**config.mk**
```make
export PLATFORM = sky130hd
export DESIGN_NAME = amon_ctl_top
export DESIGN_NICKNAME = d
export VERILOG_FILES = /design/src/rtl/amon_ctl_pkg.sv /design/src/rtl/amon_ctl_decode.sv /design/src/rtl/amon_ctl_perm.sv /design/src/rtl/amon_ctl_store.sv /design/src/rtl/amon_ctl_top.sv
export SDC_FILE = /design/constraint.sdc
export NUM_CORES = 1
export LEC_CHECK = 0
export BUFFER_PORTS_ARGS = -buffer_cell sky130_fd_sc_hd__buf_2
export CORE_AREA = 2 2 68 70
export CTS_CLUSTER_SIZE = 28
export DETAILED_ROUTE_END_ITERATION = 16
export DIE_AREA = 0 0 70 72
export HOLD_SLACK_MARGIN = 0.05
export PLACE_DENSITY = 0.67
export SETUP_SLACK_MARGIN = 0.1
export SKIP_LAST_GASP = 1
export SYNTH_ARGS = -nofsm -noshare
export SYNTH_HDL_FRONTEND = slang
export SYNTH_SLANG_ARGS = --single-unit
```
**constraint.sdc**
```tcl
create_clock -name clk -period 2.5 [get_ports clk]
set_input_delay 0.25 -clock clk [delete_from_list [all_inputs] [get_ports clk]]
set_output_delay 0.25 -clock clk [all_outputs]
set_load 0.01 [all_outputs]
```
**src/rtl/amon_ctl_pkg.sv**
```systemverilog
package amon_ctl_pkg;

  typedef enum logic [1:0] {LV0 = 2'd0, LV1 = 2'd1, LV2 = 2'd2, LV3 = 2'd3} lvl_e;

  // level configuration seen by the permission chain
  typedef struct packed {
    logic l1_aa32;
    logic usr_en;
    logic l2_on;
    logic l2_aa32;
    logic l2_tge;
    logic l2_tam;
    logic l3_on;
    logic l3_aa32;
    logic l3_tam;
  } acc_cfg_t;

  typedef struct packed {
    logic ok;
    logic trap;
    logic undef;
    lvl_e tgt;
  } verdict_t;

  function automatic verdict_t pass_v();
    verdict_t v;
    v = '0;
    v.ok = 1'b1;
    return v;
  endfunction

  function automatic verdict_t trap_v(lvl_e t);
    verdict_t v;
    v = '0;
    v.trap = 1'b1;
    v.tgt  = t;
    return v;
  endfunction

  function automatic logic l2_monitor_trap(acc_cfg_t c);
    return c.l2_on && !c.l2_aa32 && c.l2_tam;
  endfunction

  function automatic logic l3_monitor_trap(acc_cfg_t c);
    return c.l3_on && !c.l3_aa32 && c.l3_tam;
  endfunction

  // ordered read chain; first applicable check wins
  function automatic verdict_t read_verdict(lvl_e lv, acc_cfg_t c);
    verdict_t v;
    v = pass_v();
    case (lv)
      LV0: begin
        if (!c.l1_aa32 && !c.usr_en)
          v = trap_v((c.l2_on && !c.l2_aa32 && c.l2_tge) ? LV2 : LV1);
        else if (l2_monitor_trap(c)) v = trap_v(LV2);
        else if (l3_monitor_trap(c)) v = trap_v(LV3);
      end
      LV1: begin
        if (l2_monitor_trap(c))      v = trap_v(LV2);
        else if (l3_monitor_trap(c)) v = trap_v(LV3);
      end
      LV2: begin
        if (l3_monitor_trap(c)) v = trap_v(LV3);
      end
      default: v = pass_v();
    endcase
    return v;
  endfunction

  function automatic verdict_t write_verdict(lvl_e lv, lvl_e top);
    verdict_t v;
    v = '0;
    if (lv == top) v.ok = 1'b1;
    else           v.undef = 1'b1;
    return v;
  endfunction

endpackage

```
**src/rtl/amon_ctl_decode.sv**
```systemverilog
module amon_ctl_decode #(
  parameter logic [1:0] ENC_OP0 = 2'd3,
  parameter logic [2:0] ENC_OP1 = 3'd3,
  parameter logic [3:0] ENC_CRN = 4'd13,
  parameter logic [3:0] ENC_CRM = 4'd2,
  parameter logic [2:0] ENC_OP2 = 3'd0
) (
  input  logic       req_vld,
  input  logic [1:0] op0,
  input  logic [2:0] op1,
  input  logic [3:0] crn,
  input  logic [3:0] crm,
  input  logic [2:0] op2,
  output logic       hit
);
  localparam logic [15:0] ENC_KEY = {ENC_OP0, ENC_OP1, ENC_CRN, ENC_CRM, ENC_OP2};

  assign hit = req_vld && ({op0, op1, crn, crm, op2} == ENC_KEY);
endmodule

```
**src/rtl/amon_ctl_perm.sv**
```systemverilog
module amon_ctl_perm
  import amon_ctl_pkg::*;
(
  input  logic     hit,
  input  logic     req_wr,
  input  lvl_e     cur_lvl,
  input  lvl_e     top_lvl,
  input  acc_cfg_t cfg,
  output verdict_t verdict
);
  always_comb begin
    if (!hit)        verdict = '0;
    else if (req_wr) verdict = write_verdict(cur_lvl, top_lvl);
    else             verdict = read_verdict(cur_lvl, cfg);
  end
endmodule

```
**src/rtl/amon_ctl_store.sv**
```systemverilog
module amon_ctl_store #(
  parameter int DATA_W   = 64,
  parameter int HALT_BIT = 10
) (
  input  logic              clk,
  input  logic              rst_n,
  input  logic              wr_en,
  input  logic              wr_bit,
  input  logic              rd_en,
  input  logic              dbg_halted,
  output logic              halt_q,
  output logic [DATA_W-1:0] rdata,
  output logic              cnt_en
);
  logic [DATA_W-1:0] image;

  always_ff @(posedge clk or negedge rst_n) begin
    if (!rst_n)     halt_q <= 1'b0;
    else if (wr_en) halt_q <= wr_bit;
  end

  // every position except the halt bit reads as zero
  for (genvar i = 0; i < DATA_W; i++) begin : g_img
    if (i == HALT_BIT) begin : g_live
      assign image[i] = halt_q;
    end else begin : g_zero
      assign image[i] = 1'b0;
    end
  end

  assign rdata  = rd_en ? image : '0;
  assign cnt_en = !(halt_q && dbg_halted);
endmodule

```
**src/rtl/amon_ctl_top.sv**
```systemverilog
module amon_ctl_top
  import amon_ctl_pkg::*;
#(
  parameter int          DATA_W   = 64,
  parameter int          HALT_BIT = 10,
  parameter int          EC_W     = 6,
  parameter logic [EC_W-1:0] EC_VAL = 6'h18
) (
  input  logic              clk,
  input  logic              rst_n,
  input  logic              req_vld,
  input  logic [1:0]        req_op0,
  input  logic [2:0]        req_op1,
  input  logic [3:0]        req_crn,
  input  logic [3:0]        req_crm,
  input  logic [2:0]        req_op2,
  input  logic              req_wr,
  input  logic [DATA_W-1:0] req_wdata,
  input  logic [1:0]        cur_lvl,
  input  logic [1:0]        top_lvl,
  input  logic              lvl1_aa32,
  input  logic              usr_en,
  input  logic              lvl2_on,
  input  logic              lvl2_aa32,
  input  logic              lvl2_tge,
  input  logic              lvl2_tam,
  input  logic              lvl3_on,
  input  logic              lvl3_aa32,
  input  logic              lvl3_tam,
  input  logic              dbg_halted,
  output logic              rsp_ok,
  output logic [DATA_W-1:0] rsp_rdata,
  output logic              trap_vld,
  output logic [1:0]        trap_lvl,
  output logic [EC_W-1:0]   trap_ec,
  output logic              undef,
  output logic              cnt_en
);
  // named internal events for the checker
  logic     hit;
  logic     wr_ok;
  logic     rd_ok;
  logic     halt_bit;
  acc_cfg_t cfg;
  verdict_t verdict;
  logic     unused_wdata;

  assign cfg = '{l1_aa32: lvl1_aa32, usr_en: usr_en,
                 l2_on: lvl2_on, l2_aa32: lvl2_aa32, l2_tge: lvl2_tge, l2_tam: lvl2_tam,
                 l3_on: lvl3_on, l3_aa32: lvl3_aa32, l3_tam: lvl3_tam};

  assign unused_wdata = ^{req_wdata[DATA_W-1:HALT_BIT+1], req_wdata[HALT_BIT-1:0]};

  amon_ctl_decode dec_i (
    .req_vld (req_vld),
    .op0     (req_op0),
    .op1     (req_op1),
    .crn     (req_crn),
    .crm     (req_crm),
    .op2     (req_op2),
    .hit     (hit)
  );

  amon_ctl_perm perm_i (
    .hit     (hit),
    .req_wr  (req_wr),
    .cur_lvl (lvl_e'(cur_lvl)),
    .top_lvl (lvl_e'(top_lvl)),
    .cfg     (cfg),
    .verdict (verdict)
  );

  assign wr_ok = verdict.ok && req_wr;
  assign rd_ok = verdict.ok && !req_wr;

  amon_ctl_store #(.DATA_W(DATA_W), .HALT_BIT(HALT_BIT)) store_i (
    .clk        (clk),
    .rst_n      (rst_n),
    .wr_en      (wr_ok),
    .wr_bit     (req_wdata[HALT_BIT]),
    .rd_en      (rd_ok),
    .dbg_halted (dbg_halted),
    .halt_q     (halt_bit),
    .rdata      (rsp_rdata),
    .cnt_en     (cnt_en)
  );

  assign rsp_ok   = verdict.ok;
  assign trap_vld = verdict.trap;
  assign undef    = verdict.undef;
  assign trap_lvl = verdict.trap ? verdict.tgt : 2'd0;
  assign trap_ec  = verdict.trap ? EC_VAL : '0;
endmodule

```
==> results_tabular.tex, run 1 <==
\begin{tabular}{lr}
\hline
Metric & Value \\
\hline
\multicolumn{2}{l}{\textbf{Placed design}} \\
Placer congestion estimate & between 0.7 and 0.8 \\
Post-placement cell area & a little over 800 um2 \\
Worst slack at placement & approximately 570 ps \\
HPWL Detailed & roughly 1500 um \\
Cells after DPL & roughly 200 \\
Count of input and output buffers & 43 \\
\multicolumn{2}{l}{\textbf{Floorplan}} \\
Top Ports & 174 \\
Total Die Area & 5040 um2 \\
Core region area & $\sim$4300 um2 \\
Chip height & $\sim$70 um \\
Starting density of the core & a little under a fifth \\
Number of rows in the core area & 24 \\
X dimension of the die & roughly 70 um \\
\multicolumn{2}{l}{\textbf{Global route}} \\
Global-route total usage across every layer & under 10\% \\
Vias in the first global route & about 460 \\
Number of antenna violations at the first check in global routing & 0 \\
Largest net degree at the start of global routing & 7 \\
Total congestion overflow & 0 \\
First-pass GRT wire length & $\sim$1900 um \\
\multicolumn{2}{l}{\textbf{Setup path}} \\
Critical path required time & 2250 ps \\
Buffers \& Inverters on Critical Path & 2 \\
Arrival time of data at the critical path endpoint & 1650 ps \\
Critical path type & input port to primary output \\
Worst-case reg-to-reg path depth & 1 \\
End of the worst register-to-register path & store\_i.halt\_q \\
CP max stage cell & sky130\_fd\_sc\_hd\_\_or4\_4 \\
Most repeated library cell on the critical path & sky130\_fd\_sc\_hd\_\_buf\_2 \\
Setup slack of the worst register-to-register path & 1740 ps \\
Crit-path max cell delay & around 510 ps \\
CP delay by family, top & simple AND/OR/NAND/NOR gates \\
Critical Path Sink Type & primary output \\
Critical R2R Launch & store\_i.halt\_q \\
Critical path peak fanout & 4 \\
Crit path cell chain & buf\_2, and4bb\_1, nand4\_4, or4\_4, nor3b\_1, buf\_2 \\
Startpoint class of the critical path & input port \\
\multicolumn{2}{l}{\textbf{STA}} \\
Ratio of final minimum period to clock period & 76.1\% \\
Final worst clock skew & 0 ps \\
Post-route minimum period & 1900 ps \\
Achievable clock frequency & 0.526 GHz \\
Setup violations, final & 0 \\
Final total negative setup slack & 0 ps \\
Final WS setup & about 600 ps \\
RSZ-0062 raised after global routing & false \\
Final max-slew violation count & 0 \\
Number of hold violations in the final report & 0 \\
\multicolumn{2}{l}{\textbf{Synth}} \\
Leading area contributor after synthesis & sky130\_fd\_sc\_hd\_\_buf\_4 \\
Syn Area/Cell & $\sim$7.7 um2 \\
Number of warning messages in the yosys log & 0 \\
Post-synthesis instance total & roughly 110 \\
Flip-flop cell with the highest count after synthesis & sky130\_fd\_sc\_hd\_\_dfrtp\_1 \\
Distinct cells, synth & 29 \\
Netlist Area Pre-Place & about 800 um2 \\
Most area-consuming cells after synthesis & sky130\_fd\_sc\_hd\_\_buf\_4, sky130\_fd\_sc\_hd\_\_dfrtp\_1, sky130\_fd\_sc\_hd\_\_nand3b\_1 \\
Number of enable-type register cells in the synthesized netlist & 0 \\
Proportion of netlist area held by the largest area contributor & 64.4\% \\
Share of the yosys chip area belonging to registers & about 3.1\% \\
Total of flip-flops plus latches after synthesis & 1 \\
Synth async-reset ratio & 100\% \\
\multicolumn{2}{l}{\textbf{Route}} \\
Remaining antenna violation count & 0 \\
Routed len/inst & 7.62 um \\
Number of DRC markers after the initial detailed-route iteration & 3 \\
Vias & approximately 640 \\
Vias per std cell & between 3 and 4 \\
Final WL & 1510 um \\
Post-route DRC violation count & 0 \\
Drt pass-1 iters & 4 \\
\multicolumn{2}{l}{\textbf{Finish}} \\
Number of nets in the final layout & around 250 \\
Area occupied by multi-input gates & 505 um2 \\
Summed area of non-filler cells in the final layout & roughly 800 um2 \\
Leading registers by flop count & store\_i.halt\_q: 1 flops \\
Non-filler instance count after layout & just under 200 \\
Share of layout cells above drive strength 1 & 32.2\% \\
Largest register by flop count & store\_i.halt\_q \\
Filler instances & 498 \\
Flip-flop count of the largest register after layout & 1 \\
Area growth syn-to-layout & 2.49\% \\
Antenna fix cells & 0 \\
Register cell area after layout & about 25 um2 \\
\multicolumn{2}{l}{\textbf{Run status}} \\
Status & finished, final reports clean \\
\multicolumn{2}{l}{\textbf{Pwr}} \\
Worst vdd rail ir drop & approximately 84 uV \\
Power per cell area & 135 nW/um2 \\
Leakage dissipation & around 0.5 nW \\
\multicolumn{2}{l}{\textbf{Clocking}} \\
Clock-pin transition on the worst setup and hold timing paths & 0 ps \\
Number of cells upsized or downsized after cts & 0 \\
Clock latency reported for the late side of the worst-skew pair & 0 ps \\
Setup fix buffers added after clock tree synthesis & 0 \\
CTS Hold Bufs & 1 \\
\multicolumn{2}{l}{\textbf{Worst hold path}} \\
Capture endpoint of the worst hold path & store\_i.halt\_q \\
HP Class & input port to flip-flop \\
Hold-critical path depth & 2 \\
Startpoint of the lowest-slack hold path & req\_wdata[10] \\
\multicolumn{2}{l}{\textbf{Flow run}} \\
Count of max-cap constraint violations & 0 \\
\hline
\end{tabular}
-- layout by cell type (no fill, tap or decap), types with 2 or more instances in the layout --
cell type                  instances
sky130_fd_sc_hd__xor2_1            2
sky130_fd_sc_hd__conb_1           67
sky130_fd_sc_hd__a21oi_1           2
sky130_fd_sc_hd__nand2_1           2
sky130_fd_sc_hd__or3_1             2
sky130_fd_sc_hd__nor2_1            3
sky130_fd_sc_hd__nand3b_1          3
sky130_fd_sc_hd__buf_2            43
-- cells by family after synthesis --
family / after synthesis / synth area share (%)
compound gates: 7 / 6.22
xor+xnor: 2 / 2.18
buf+inv: 70 / 64.9
flops: 1 / 3.11
mux: 1 / 1.40
other cells: 1 / 0.466
simple gates: 23 / 21.8
-- Yosys cell counts, types with 2 or more instances --
master / n
sky130_fd_sc_hd__nand2_1: 2
sky130_fd_sc_hd__buf_4: 69
sky130_fd_sc_hd__or3_1: 2
sky130_fd_sc_hd__nand3b_1: 3
sky130_fd_sc_hd__nor2_1: 3
sky130_fd_sc_hd__a21oi_1: 2
sky130_fd_sc_hd__xor2_1: 2
-- routing by layer --
layer / share of wire [%] / vias up / GRT usage (%)
met4: 0 / 0 / 0
met3: 18 / 0 / 0.972
li1: - / 298 / -
met2: 52 / 71 / 10.3
met1: 30 / 274 / 4.53
met5: 0 / - / 0
-- report_power, final --
part | switching, mW | leakage (nW) | total [mW] | internal (mW)
sequential | 0.00000161 | 0.0140 | 0.0165 | 0.0165
clock | 0 | 0 | 0 | 0
combinational | 0.0666 | 0.482 | 0.0949 | 0.0283
total | 0.0666 | 0.496 | 0.111 | 0.0448
-- how the worst max path moves through the flow --
stage          startpoint           to  slack (ps)  cells past startpoint
4_1_cts        req_crm[0]  trap_lvl[1]         570                      6
6_report       req_crn[1]  trap_lvl[1]         600                      6
3_3_place_gp   req_crm[0]   trap_ec[3]         590                      6
3_5_place_dp   req_crm[0]  trap_lvl[1]         570                      6
2_1_floorplan  req_crn[1]   trap_ec[3]         680                      5
5_1_grt        req_crm[0]   trap_ec[3]         460                      6
-- layout make-up --
| class | instances | area share [%] |
|---|---|---|
| Multi-Input combinational cell | 100 | 61.3 |
| Timing Repair Buffer | 44 | 27.3 |
| Tap cell | 52 | 7.89 |
| Sequential cell | 1 | 3.03 |
| Inverter | 1 | 0.455 |
-- stage by stage --
step	utilization, %	hold slack (ps)	total power [mW]
after detailed placement	19.1	26.4	0.108
after global routing	19.3	496	0.121
after CTS	19.3	488	0.109
final	19.3	484	0.111
after floorplan	-	-45.6	0.153
after global placement	19.1	25.4	0.107
Note: power is estimated with default switching activity, not from simulation.
==> inputs of run 2 (changes only) <==
PLACE_DENSITY = 0.7   (was 0.67)
clock period = 1.7 ns   (was 2.5 ns; I/O delays follow)
==> results_tabular.tex, run 2 (same netlist as run 1, synthesis figures left out) <==
\begin{tabular}{lr}
\hline
Metric & Value \\
\hline
\multicolumn{2}{l}{\textbf{Run status}} \\
Status & finished, final reports clean (unchanged) \\
\multicolumn{2}{l}{\textbf{Setup path}} \\
Critical Path Sink Type & primary output (unchanged) \\
Critical path type & input port to primary output (unchanged) \\
Startpoint class of the critical path & input port (unchanged) \\
Critical R2R Launch & store\_i.halt\_q (unchanged) \\
Arrival time of data at the critical path endpoint & 1520 ps (was 1650 ps) \\
Setup slack of the worst register-to-register path & 930 ps (was 1740 ps) \\
Crit path cell chain & buf\_6, and4bb\_1, nand4\_4, or4\_4, a211oi\_2, buf\_2 (was buf\_2, and4bb\_1, nand4\_4, or4\_4, nor3b\_1, buf\_2) \\
CP max stage cell & sky130\_fd\_sc\_hd\_\_or4\_4 (unchanged) \\
Worst-case reg-to-reg path depth & 1 (unchanged) \\
Buffers \& Inverters on Critical Path & 2 (unchanged) \\
Critical path required time & 1530 ps (was 2250 ps) \\
Crit-path max cell delay & 530 ps (was 510 ps) \\
Critical path peak fanout & 3 (was 4) \\
CP delay by family, top & simple AND/OR/NAND/NOR gates (unchanged) \\
End of the worst register-to-register path & store\_i.halt\_q (unchanged) \\
\multicolumn{2}{l}{\textbf{Pwr}} \\
Leakage dissipation & 0.530 nW (was 0.496 nW) \\
Sum of internal, switching and leakage power & 0.173 mW (was 0.111 mW) \\
Worst vdd rail ir drop & 83.9 uV (was 83.5 uV) \\
Power per cell area & 193 nW/um2 (was 135 nW/um2) \\
\multicolumn{2}{l}{\textbf{Placed design}} \\
Placer congestion estimate & 0.618 (was 0.726) \\
HPWL Detailed & 1470 um (about the same) \\
Worst slack at placement & -70.4 ps (was 573 ps) \\
Count of input and output buffers & 43 (unchanged) \\
Cells after DPL & 199 (was 197) \\
\multicolumn{2}{l}{\textbf{Finish}} \\
Largest register by flop count & store\_i.halt\_q (unchanged) \\
Number of nets in the final layout & 248 (was 246) \\
Non-filler instance count after layout & 200 (was 198) \\
Filler instances & 497 (was 498) \\
Antenna fix cells & 0 (unchanged) \\
Leading registers by flop count & store\_i.halt\_q: 1 flops (unchanged) \\
Area growth syn-to-layout & 11.5\% (was 2.49\%) \\
Most frequent standard cell in the layout excluding fill and tap cells & sky130\_fd\_sc\_hd\_\_conb\_1 (unchanged) \\
Share of layout cells above drive strength 1 & 36.5\% (was 32.2\%) \\
Flip-flop count of the largest register after layout & 1 (unchanged) \\
Leading cell types in the layout, fill and taps excluded & sky130\_fd\_sc\_hd\_\_conb\_1, sky130\_fd\_sc\_hd\_\_buf\_2, sky130\_fd\_sc\_hd\_\_nand3b\_1 (was sky130\_fd\_sc\_hd\_\_conb\_1, sky130\_fd\_sc\_hd\_\_buf\_2, sky130\_fd\_sc\_hd\_\_nand3b\_1, sky130\_fd\_sc\_hd\_\_nor2\_1) \\
\multicolumn{2}{l}{\textbf{Flow run}} \\
Count of max-cap constraint violations & 0 (unchanged) \\
\multicolumn{2}{l}{\textbf{Floorplan}} \\
Number of rows in the core area & 24 (unchanged) \\
Top Ports & 174 (unchanged) \\
Core region area & 4260 um2 (unchanged) \\
Starting density of the core & 18.9\% (unchanged) \\
X dimension of the die & 70 um (unchanged) \\
Chip height & 72 um (unchanged) \\
Total Die Area & 5040 um2 (unchanged) \\
\multicolumn{2}{l}{\textbf{STA}} \\
Final WS setup & 6.00 ps (was 598 ps) \\
Final worst clock skew & 0 ps (unchanged) \\
Ratio of final minimum period to clock period & 99.6\% \\
RSZ-0062 raised after global routing & true (was false) \\
Post-route minimum period & $\sim$1700 ps \\
Final max-slew violation count & 0 (unchanged) \\
Achievable clock frequency & between 0.5 and 0.6 GHz \\
Number of hold violations in the final report & 0 (unchanged) \\
Final total negative setup slack & 0 ps (unchanged) \\
Setup violations, final & 0 (unchanged) \\
Final Hold Slack & 412 ps (was 484 ps) \\
\multicolumn{2}{l}{\textbf{Global route}} \\
Largest net degree at the start of global routing & 7 (unchanged) \\
First-pass GRT wire length & 2180 um (was 1920 um) \\
Global-route total usage across every layer & 5.11\% (was 4.61\%) \\
Number of antenna violations at the first check in global routing & 0 (unchanged) \\
Total congestion overflow & 0 (unchanged) \\
Vias in the first global route & 522 (was 458) \\
\multicolumn{2}{l}{\textbf{Clocking}} \\
Clock-pin transition on the worst setup and hold timing paths & 0 ps (about the same) \\
Clock latency reported for the late side of the worst-skew pair & 0 ps (about the same) \\
Setup fix buffers added after clock tree synthesis & 0 (unchanged) \\
\multicolumn{2}{l}{\textbf{Route}} \\
Drt pass-1 iters & 3 (was 4) \\
Routed len/inst & 7.90 um (was 7.62 um) \\
Final WL & 1580 um (was 1510 um) \\
Post-route DRC violation count & 0 (unchanged) \\
Number of DRC markers after the initial detailed-route iteration & 3 (unchanged) \\
Vias per std cell & 3.22 (was 3.25) \\
Vias & 643 (unchanged) \\
Remaining antenna violation count & 0 (unchanged) \\
\multicolumn{2}{l}{\textbf{Worst hold path}} \\
HP Class & input port to flip-flop (unchanged) \\
Capture endpoint of the worst hold path & store\_i.halt\_q (unchanged) \\
Startpoint of the lowest-slack hold path & req\_wdata[10] (unchanged) \\
Hold-critical path depth & 2 (unchanged) \\
\hline
\end{tabular}
[run 2: timing repair]
| action | CTS | global route |
|---|---|---|
| endpoints found under the setup margin | 6 | 8 |
| hold buffers | 1 | 0 |
| hold endpoints to repair | 1 | 0 |
| pin swaps | 3 | 1 |
| resized for setup | 6 | 4 |
[run 2: metal layers]
metal	GRT usage [%]	wire length, um	up-vias	share of wire [%]
li1	-	-	300	-
met1	4.69	464	274	29
met2	11.6	838	69	53
met3	1.25	277	0	18
met4	0	0	0	0
met5	0	0	-	0
[run 2: report_power, final]
part	switching, mW	internal (mW)	total [mW]
registers	0.00000228	0.0242	0.0242
clock network	0	0	0
logic	0.102	0.0471	0.149
total	0.102	0.0713	0.173
[run 2: area by class of cell]
type | count | area [um2] | share of cell area, %
Multi-Input combinational cell | 100 | 551 | 61.4
Sequential cell | 1 | 25.0 | 2.79
Timing Repair Buffer | 46 | 253 | 28.2
Tap cell | 52 | 65.1 | 7.25
Inverter | 1 | 3.75 | 0.418
[run 2: worst max path at each step]
stage	from	depth (start not counted)	end
after global placement	req_crm[0]	6	trap_lvl[1]
after detailed placement	req_crm[0]	6	trap_lvl[0]
after global routing	req_op2[2]	6	trap_lvl[1]
after CTS	req_crn[1]	6	trap_lvl[1]
after floorplan	req_crn[1]	4	trap_lvl[1]
final	req_crn[1]	6	trap_lvl[0]
[run 2: stage by stage]
| stage | util (%) | area [um2] |
|---|---|---|
| 6_report | 21.0 | 897 |
| 5_1_grt | 21.0 | 897 |
| 4_1_cts | 20.6 | 880 |
| 3_5_place_dp | 19.5 | 832 |
| 3_3_place_gp | 19.5 | 832 |
| 2_1_floorplan | - | 1050 |
